==> config.mk <==
export PLATFORM = sky130hd
export DESIGN_NAME = pixel_assembler
export DESIGN_NICKNAME = d
export VERILOG_FILES = /design/src/rtl/pixel_assembler.sv
export SDC_FILE = /design/constraint.sdc
export NUM_CORES = 1
export LEC_CHECK = 0
export ABC_AREA = 1
export BUFFER_PORTS_ARGS = -buffer_cell sky130_fd_sc_hd__buf_2
export CAP_MARGIN = 20
export CORE_MARGIN = 2
export CORE_UTILIZATION = 45
export CTS_BUF_LIST = sky130_fd_sc_hd__clkbuf_8
export CTS_CLUSTER_SIZE = 25
export DETAILED_ROUTE_END_ITERATION = 10
export PLACE_DENSITY = 0.76
export SLEW_MARGIN = 20
export SYNTH_ARGS = -nofsm -noshare
export SYNTH_HDL_FRONTEND = slang
export SYNTH_SLANG_ARGS = --single-unit
==> constraint.sdc <==
create_clock -name clk -period 3.3 [get_ports clk]
set_input_delay 0.33 -clock clk [delete_from_list [all_inputs] [get_ports clk]]
set_output_delay 0.33 -clock clk [all_outputs]
set_load 0.005 [all_outputs]
==> src/rtl/pixel_assembler.sv <==
module pixel_assembler (
  input  logic        clk,
  input  logic        rst_n,
  input  logic [1:0]  mode,
  input  logic        bgr,
  input  logic [15:0] in_data,
  input  logic        in_valid,
  input  logic        in_hsync,
  input  logic        in_vsync,
  output logic [23:0] pix_word,
  output logic [5:0]  pan_r,
  output logic [5:0]  pan_g,
  output logic [5:0]  pan_b,
  output logic        pix_stb,
  output logic        out_hsync,
  output logic        out_vsync
);

  localparam int PIX_W = 25;

  logic m565, m888, mwide;
  assign m565  = (mode == 2'd1);
  assign m888  = (mode == 2'd2);
  assign mwide = !m565 && !m888;

  logic [1:0] cnt;
  logic [7:0] h0, h1;
  logic       byte_ok, last;

  assign byte_ok = in_valid && !in_hsync;
  assign last    = m565 ? (cnt != 2'd0) : (cnt >= 2'd2);

  always_ff @(posedge clk) begin
    if (!rst_n) begin
      cnt <= 2'd0;
      h0  <= 8'd0;
      h1  <= 8'd0;
    end else if (in_hsync || mwide) begin
      cnt <= 2'd0;
    end else if (in_valid) begin
      cnt <= last ? 2'd0 : cnt + 2'd1;
      if (cnt == 2'd0) h0 <= in_data[7:0];
      if (cnt == 2'd1) h1 <= in_data[7:0];
    end
  end

  logic              asm_stb;
  logic [23:0]       asm_word;

  assign asm_stb  = mwide ? byte_ok : (byte_ok && last);
  assign asm_word = mwide ? {8'h00, in_data}
                  : m565  ? {8'h00, h0, in_data[7:0]}
                  :         {h0, h1, in_data[7:0]};

  logic [2:0][PIX_W-1:0] pd;
  logic [4:0][1:0]       sd;

  always_ff @(posedge clk) begin
    if (!rst_n) begin
      pd <= '0;
      sd <= '0;
    end else begin
      pd <= {pd[1:0], {asm_stb, asm_word}};
      sd <= {sd[3:0], {in_hsync, in_vsync}};
    end
  end

  logic [PIX_W-1:0] sel_p;
  logic [1:0]       sel_s;

  assign sel_p = m565 ? pd[1] : m888 ? pd[2] : {asm_stb, asm_word};
  assign sel_s = m565 ? sd[2] : m888 ? sd[4] : {in_hsync, in_vsync};

  assign pix_stb   = sel_p[24];
  assign pix_word  = sel_p[23:0];
  assign out_hsync = sel_s[1];
  assign out_vsync = sel_s[0];

  always_comb begin
    if (m888) begin
      pan_r = bgr ? pix_word[7:2]   : pix_word[23:18];
      pan_g = pix_word[15:10];
      pan_b = bgr ? pix_word[23:18] : pix_word[7:2];
    end else begin
      pan_r = bgr ? {pix_word[4:0], pix_word[4]}     : {pix_word[15:11], pix_word[15]};
      pan_g = pix_word[10:5];
      pan_b = bgr ? {pix_word[15:11], pix_word[15]}  : {pix_word[4:0], pix_word[4]};
    end
  end

  logic [1:0] mode_q;
  logic [2:0] mode_age;
  logic       settled;

  always_ff @(posedge clk) begin
    if (!rst_n) begin
      mode_q   <= 2'd0;
      mode_age <= 3'd0;
    end else begin
      mode_q <= mode;
      if (mode != mode_q)       mode_age <= 3'd0;
      else if (mode_age != 3'd7) mode_age <= mode_age + 3'd1;
    end
  end

  assign settled = (mode_age >= 3'd6) && (mode == mode_q);

  assert_sync_delay_565_R8: assert property (@(posedge clk) disable iff (!rst_n)
    (settled && m565) |-> ({out_hsync, out_vsync} == $past({in_hsync, in_vsync}, 3)));

  assert_sync_delay_888_R8: assert property (@(posedge clk) disable iff (!rst_n)
    (settled && m888) |-> ({out_hsync, out_vsync} == $past({in_hsync, in_vsync}, 5)));

  assert_wide_passthru_R1: assert property (@(posedge clk) disable iff (!rst_n)
    mwide |-> ((pix_stb == (in_valid && !in_hsync)) && (pix_word[15:0] == in_data)));

  assert_strobe_spacing_R2: assert property (@(posedge clk) disable iff (!rst_n)
    (settled && !mwide && pix_stb) |=> (!pix_stb || (mode != $past(mode))));

  assert_msb_copy_R6: assert property (@(posedge clk) disable iff (!rst_n)
    (!m888) |-> ((pan_r[0] == pan_r[5]) && (pan_b[0] == pan_b[5])));

endmodule

-- Yosys cells after proc, flatten, opt, wreduce, memory -nomap -nowiden
Index checks and enable logic that the tools add are counted.
- add/subtract/negate cells: 1
- magnitude comparators: 1
- equal/unequal tests: 3
- mux-type cells: 16
- bitwise logic cells: 2
- reductions and logical operators: 12
- operators by type and width (cell ; count):
    25-bit 2-to-1 mux ; 2
    24-bit 2-to-1 mux ; 2
    6-bit 2-to-1 mux ; 7
    2-bit 2-to-1 mux ; 3
    3-bit AND reduction ; 2
    2-bit by 1-bit equality test with 1-bit output, second input constant ; 2
    1-bit logical AND ; 3
    1-bit logical NOT ; 3
    2-bit by 1-bit adder with 2-bit output, second input constant ; 1
    2-bit equality test, second input constant ; 1
    2-bit >= comparator, second input constant ; 1
    2-bit logical NOT ; 1
    1-bit 2-to-1 mux ; 2
    1-bit NOT ; 2
    2-bit nonzero test ; 1
    2-bit OR reduction ; 1
    1-bit logical OR ; 1
- register bits: 103
- input port bits: 24
- word-level logic and storage cells: 46

-- Depth between registers and ports, before layout
- depth in word-level cells: 8
- mapped depth: 12

-- Worst setup path after synthesis
No wires, ideal clock.
- kind: input port to output port
- from: input port mode[0]
- to: output port pan_b[4]
- arrival time: 1.406 ns
- required time: 2.970 ns
- setup slack: 1.564 ns
- stages on the path: 10
- cells stage by stage: inv_1 -> ha_1 -> inv_2 -> buf_2 -> nand3_1 -> nand3_1 -> nand2_1 -> nand2_1 -> a21oi_1 -> nor2_1
- cells in the longest elaborated chain, start to end: 8
- elaborated cells between the ends (all ways): 12
- those cells by class: eq/ne (2); mux (7); reduce/logical (3)
- ends and longest elaborated chain (item ; RTL line ; source):
    start: declaration ; 4 ; input logic [1:0] mode,
    2-bit by 1-bit equality test with 1-bit output / 2-bit equality test (equally long branches) ; 22, 23 ;
    1-bit logical NOT ; 24 ; assign mwide = !m565 && !m888;
    1-bit logical AND ; 24 ;
    24-bit 2-to-1 mux ; 51 ; assign asm_word = mwide ? {8'h00, in_data}
    25-bit 2-to-1 mux ; 71 ; assign sel_p = m565 ? pd[1] : m888 ? pd[2] : {asm_stb, asm_word};
    25-bit 2-to-1 mux * ; 71 ;
    net pix_word[14] ; 10 ; output logic [23:0] pix_word,
    6-bit 2-to-1 mux * ; 87 ; pan_b = bgr ? {pix_word[15:11], pix_word[15]} : {pix_word[4:0], pix_word[4]};
    6-bit 2-to-1 mux * ; 80 ; if (m888) begin
    end: declaration ; 13 ; output logic [5:0] pan_b,
Mark *: on every way through the listed nets, which the timed path passes. The rest lies on a longest branch.

-- Worst setup path in the final report
- from: input port mode[1]
- to: output port pan_b[5]
- cells in the longest elaborated chain, start to end: 8
- elaborated cells between the ends (all ways): 12
- those cells by class: eq/ne (2); mux (7); reduce/logical (3)
- ends and longest elaborated chain (item ; RTL line):
    2-bit by 1-bit equality test with 1-bit output / 2-bit equality test (equally long branches) ; 22, 23
    1-bit logical NOT ; 24
    1-bit logical AND ; 24
    24-bit 2-to-1 mux ; 51
    25-bit 2-to-1 mux (2 in series) ; 71
    6-bit 2-to-1 mux, on equally long branches ; 87, 83
    6-bit 2-to-1 mux * ; 80
Every way passes the cells marked *; elsewhere a longest branch is shown, timed or not.

==> impl_metrics.toml <==
[outcome]
outcome = "finished, final reports clean"

[power]
worst_ir_drop_vdd_v = 0.0002346
comb_power_share_pct = 15.4
swShare_pct = 27.70
p_leak_nw = 2.772
p_int_mw = 1.760
clkPwrFrac_pct = 31.2
p_sw_uw = 674.2
power_frac_seq_pct = 53.5
power.density_nw_per_um2 = 495.4

[cts]
hold_buffers = 0
post-cts-setup-buffer-count = 0
clock-sinks = 103
path_clk_slew_ns = 0.09
cts_tree = "built"
clkLatencyLatePin_ns = 0.37
cts_buffers = 9
htreeDepth = 3
post_cts_resized = 0
root_buffer = "clkbuf_8"
cts_max_path_buffers = 2

[final_layout]
area_delta_synth_final_pct = 11.82
layout-drive-gt1-share_pct = 14.64
final_nets = 703
final_common_cell = "nand2_1"
stdcell_count = 809
diodes = 0
final_cell_mix = "189 x nand2_1, 106 x inv_1, 103 x dfxtp_1, 68 x buf_2, 52 x a21oi_1"

[routing]
final_antenna_net_count = 0
num_vias = 3978
drc = 0
first_pass_iters = 5
post_drt_wl_per_cell_um = 13.16
drt_wl_total_um = 10640
drtIter0Drc = 321
viasPerCell = 4.917

[floorplan]
fp.dieH_um = 102.8
ios = 69
core_um2 = 9639
die_area_um2 = 10570
die_width_um = 102.8
start_util_pct = 45.59
rows = 36

[critical_path]
cp-start-kind = "input pin"
critPathArrivalTime_ns = 2.13
cp_max_fo = 36
crit_required_ns = 2.97
end_kind = "primary output"
critPathSlowestCell = "inv_2"
crit_top_cell = "nand2_1"
crit_chain = "buf_2 > inv_1 > ha_1 > inv_2 > nand2_1 > nand3_1 > nand3_1 > nand2_1 > nand2_2 > nand2_1 > nand2_1 > nand2_1 > nand2_1 > buf_2"
max_stage_delay_ns = 0.50
path_class = "in -> out"

[yosys]
netlist.area_leader.share_pct = 46.92
ys_ff_latch = 103
synth_top_area_cell = "dfxtp_1"
synth.avg_cell_area_um2 = 7.042
yosysWarnings = 0
synth_area_leaders = "dfxtp_1 47%, nand2_1 16%, inv_1 9.1%"
synth_seq_area_share_pct = 46.92
syn-num-nets = 654
yosysUniqueCellTypes = 28
syn_area_um2 = 4394
netlist_instances = 624

[sta]
skew_ns = 0.01454
period_share_pct = 74.62
worst_slew_pin_slew_ns = 0.6675
finalHoldViolCount = 0
finalCriticalPeriod_ns = 2.462
setup_violations = 0
fmax_mhz = 406.1
finalMaxSlewViolations = 0
setup_tns_ns = 0
rsz0062_at_grt = "false"
max_slew_margin_pct = 55.44

[grt]
groute.usage.overall_pct = 21.23
grt_start_max_net_pins = 58
antenna_found_initial = 0
grt_util_met3_pct = 4.407
grt_overflow = 0
first_global_vias = 3585
grt_first_pass_wirelength_um = 17260
use_met2_pct = 32.73
grt.busiest_layer = "met2"
grt_use_met1_pct = 29.38

[placement]
post-place-cells = 795
hpwl_um = 7131
port_buffers = 68
place_congestion = 0.8380

[flow_run]
cap_violations = 0

[worst_hold_path]
hp-class = "in -> reg"
-- metrics by stage --
step	hold WS, ns	util (%)	total power, mW	setup WS (ns)	area, µm²
global route	0.1759	50.97	2.559	0.7147	4913
global placement	0.3912	49.07	1.693	0.9424	4730
floorplan	0.3905	-	1.567	1.564	4394
CTS	0.1736	50.97	2.443	0.8722	4913
finish	0.1777	50.97	2.434	0.8377	4913
detailed placement	0.3947	49.07	1.700	0.8985	4730
-- worst max-delay path, delay by kind of cell --
kind          cells  cell delay, ns
simple gates      9            0.85
buf+inv           4            0.76
fa+ha+maj         1            0.19
-- state kept, by name, indices dropped and copies added, names as in the netlist --
signal,flops
cnt,2
h0,8
h1,8
pd,75
sd,10
-- final cells by class --
class / instances / area (µm²)
clock buffers: 9 / 123.9
clock inverters: 5 / 60.06
fillers: 974 / 4726
inverters: 111 / 419.2
multi-input cells: 376 / 1712
flip-flops and latches: 103 / 2062
well taps: 133 / 166.4
repair buffers: 72 / 370.4
-- Yosys cell counts (all sizes together) --
cell type  number
a21boi          1
a21oi          58
a31oi           1
buf            29
clkbuf          5
clkinv          2
dfxtp         103
ha              6
inv           109
nand2         190
nand3          24
nor2           33
nor3            7
o211ai          2
o21a            4
o21ai          48
or2             2
-- metal layers --
metal  wire [µm]  vias to the layer above  part of all wire, %
met5           0                        -                    0
met4         245                        0                  2.3
met3         728                       19                  6.8
met2        4886                      142                   46
met1        4782                     1829                   45
li1            -                     1988                    -
-- path summary, 6_finish.rpt --
kind	cells after the start	slack [ns]	end	start
max	14	0.84	pan_b[5]	mode[1]
min	3	0.18	sd[0]	in_vsync
max reg2reg	5	1.89	h0[0]	cnt[1]
min reg2reg	2	0.42	pd[47]	pd[22]
-- cell families (layout without fill, tap and decap cells) --
family | after synthesis | count (layout) | synth area share, %
AND/OR/NAND/NOR | 256 | 256 | 23.32
flip-flops | 103 | 103 | 46.92
adder cells (fa/ha/maj) | 6 | 6 | 1.708
buffers and inverters | 145 | 197 | 14.12
AO/OA/AOI/OAI | 114 | 114 | 13.92
-- power groups by stage --
stage / clock, mW / sequential, mW / combinational [mW]
6_report: 0.759 / 1.30 / 0.374
5_1_grt: 0.831 / 1.31 / 0.421
4_1_cts: 0.770 / 1.30 / 0.372
3_5_place_dp: 0 / 1.33 / 0.370
3_3_place_gp: 0 / 1.33 / 0.364
2_1_floorplan: 0 / 1.33 / 0.241
(Power assumes the default switching activity.)
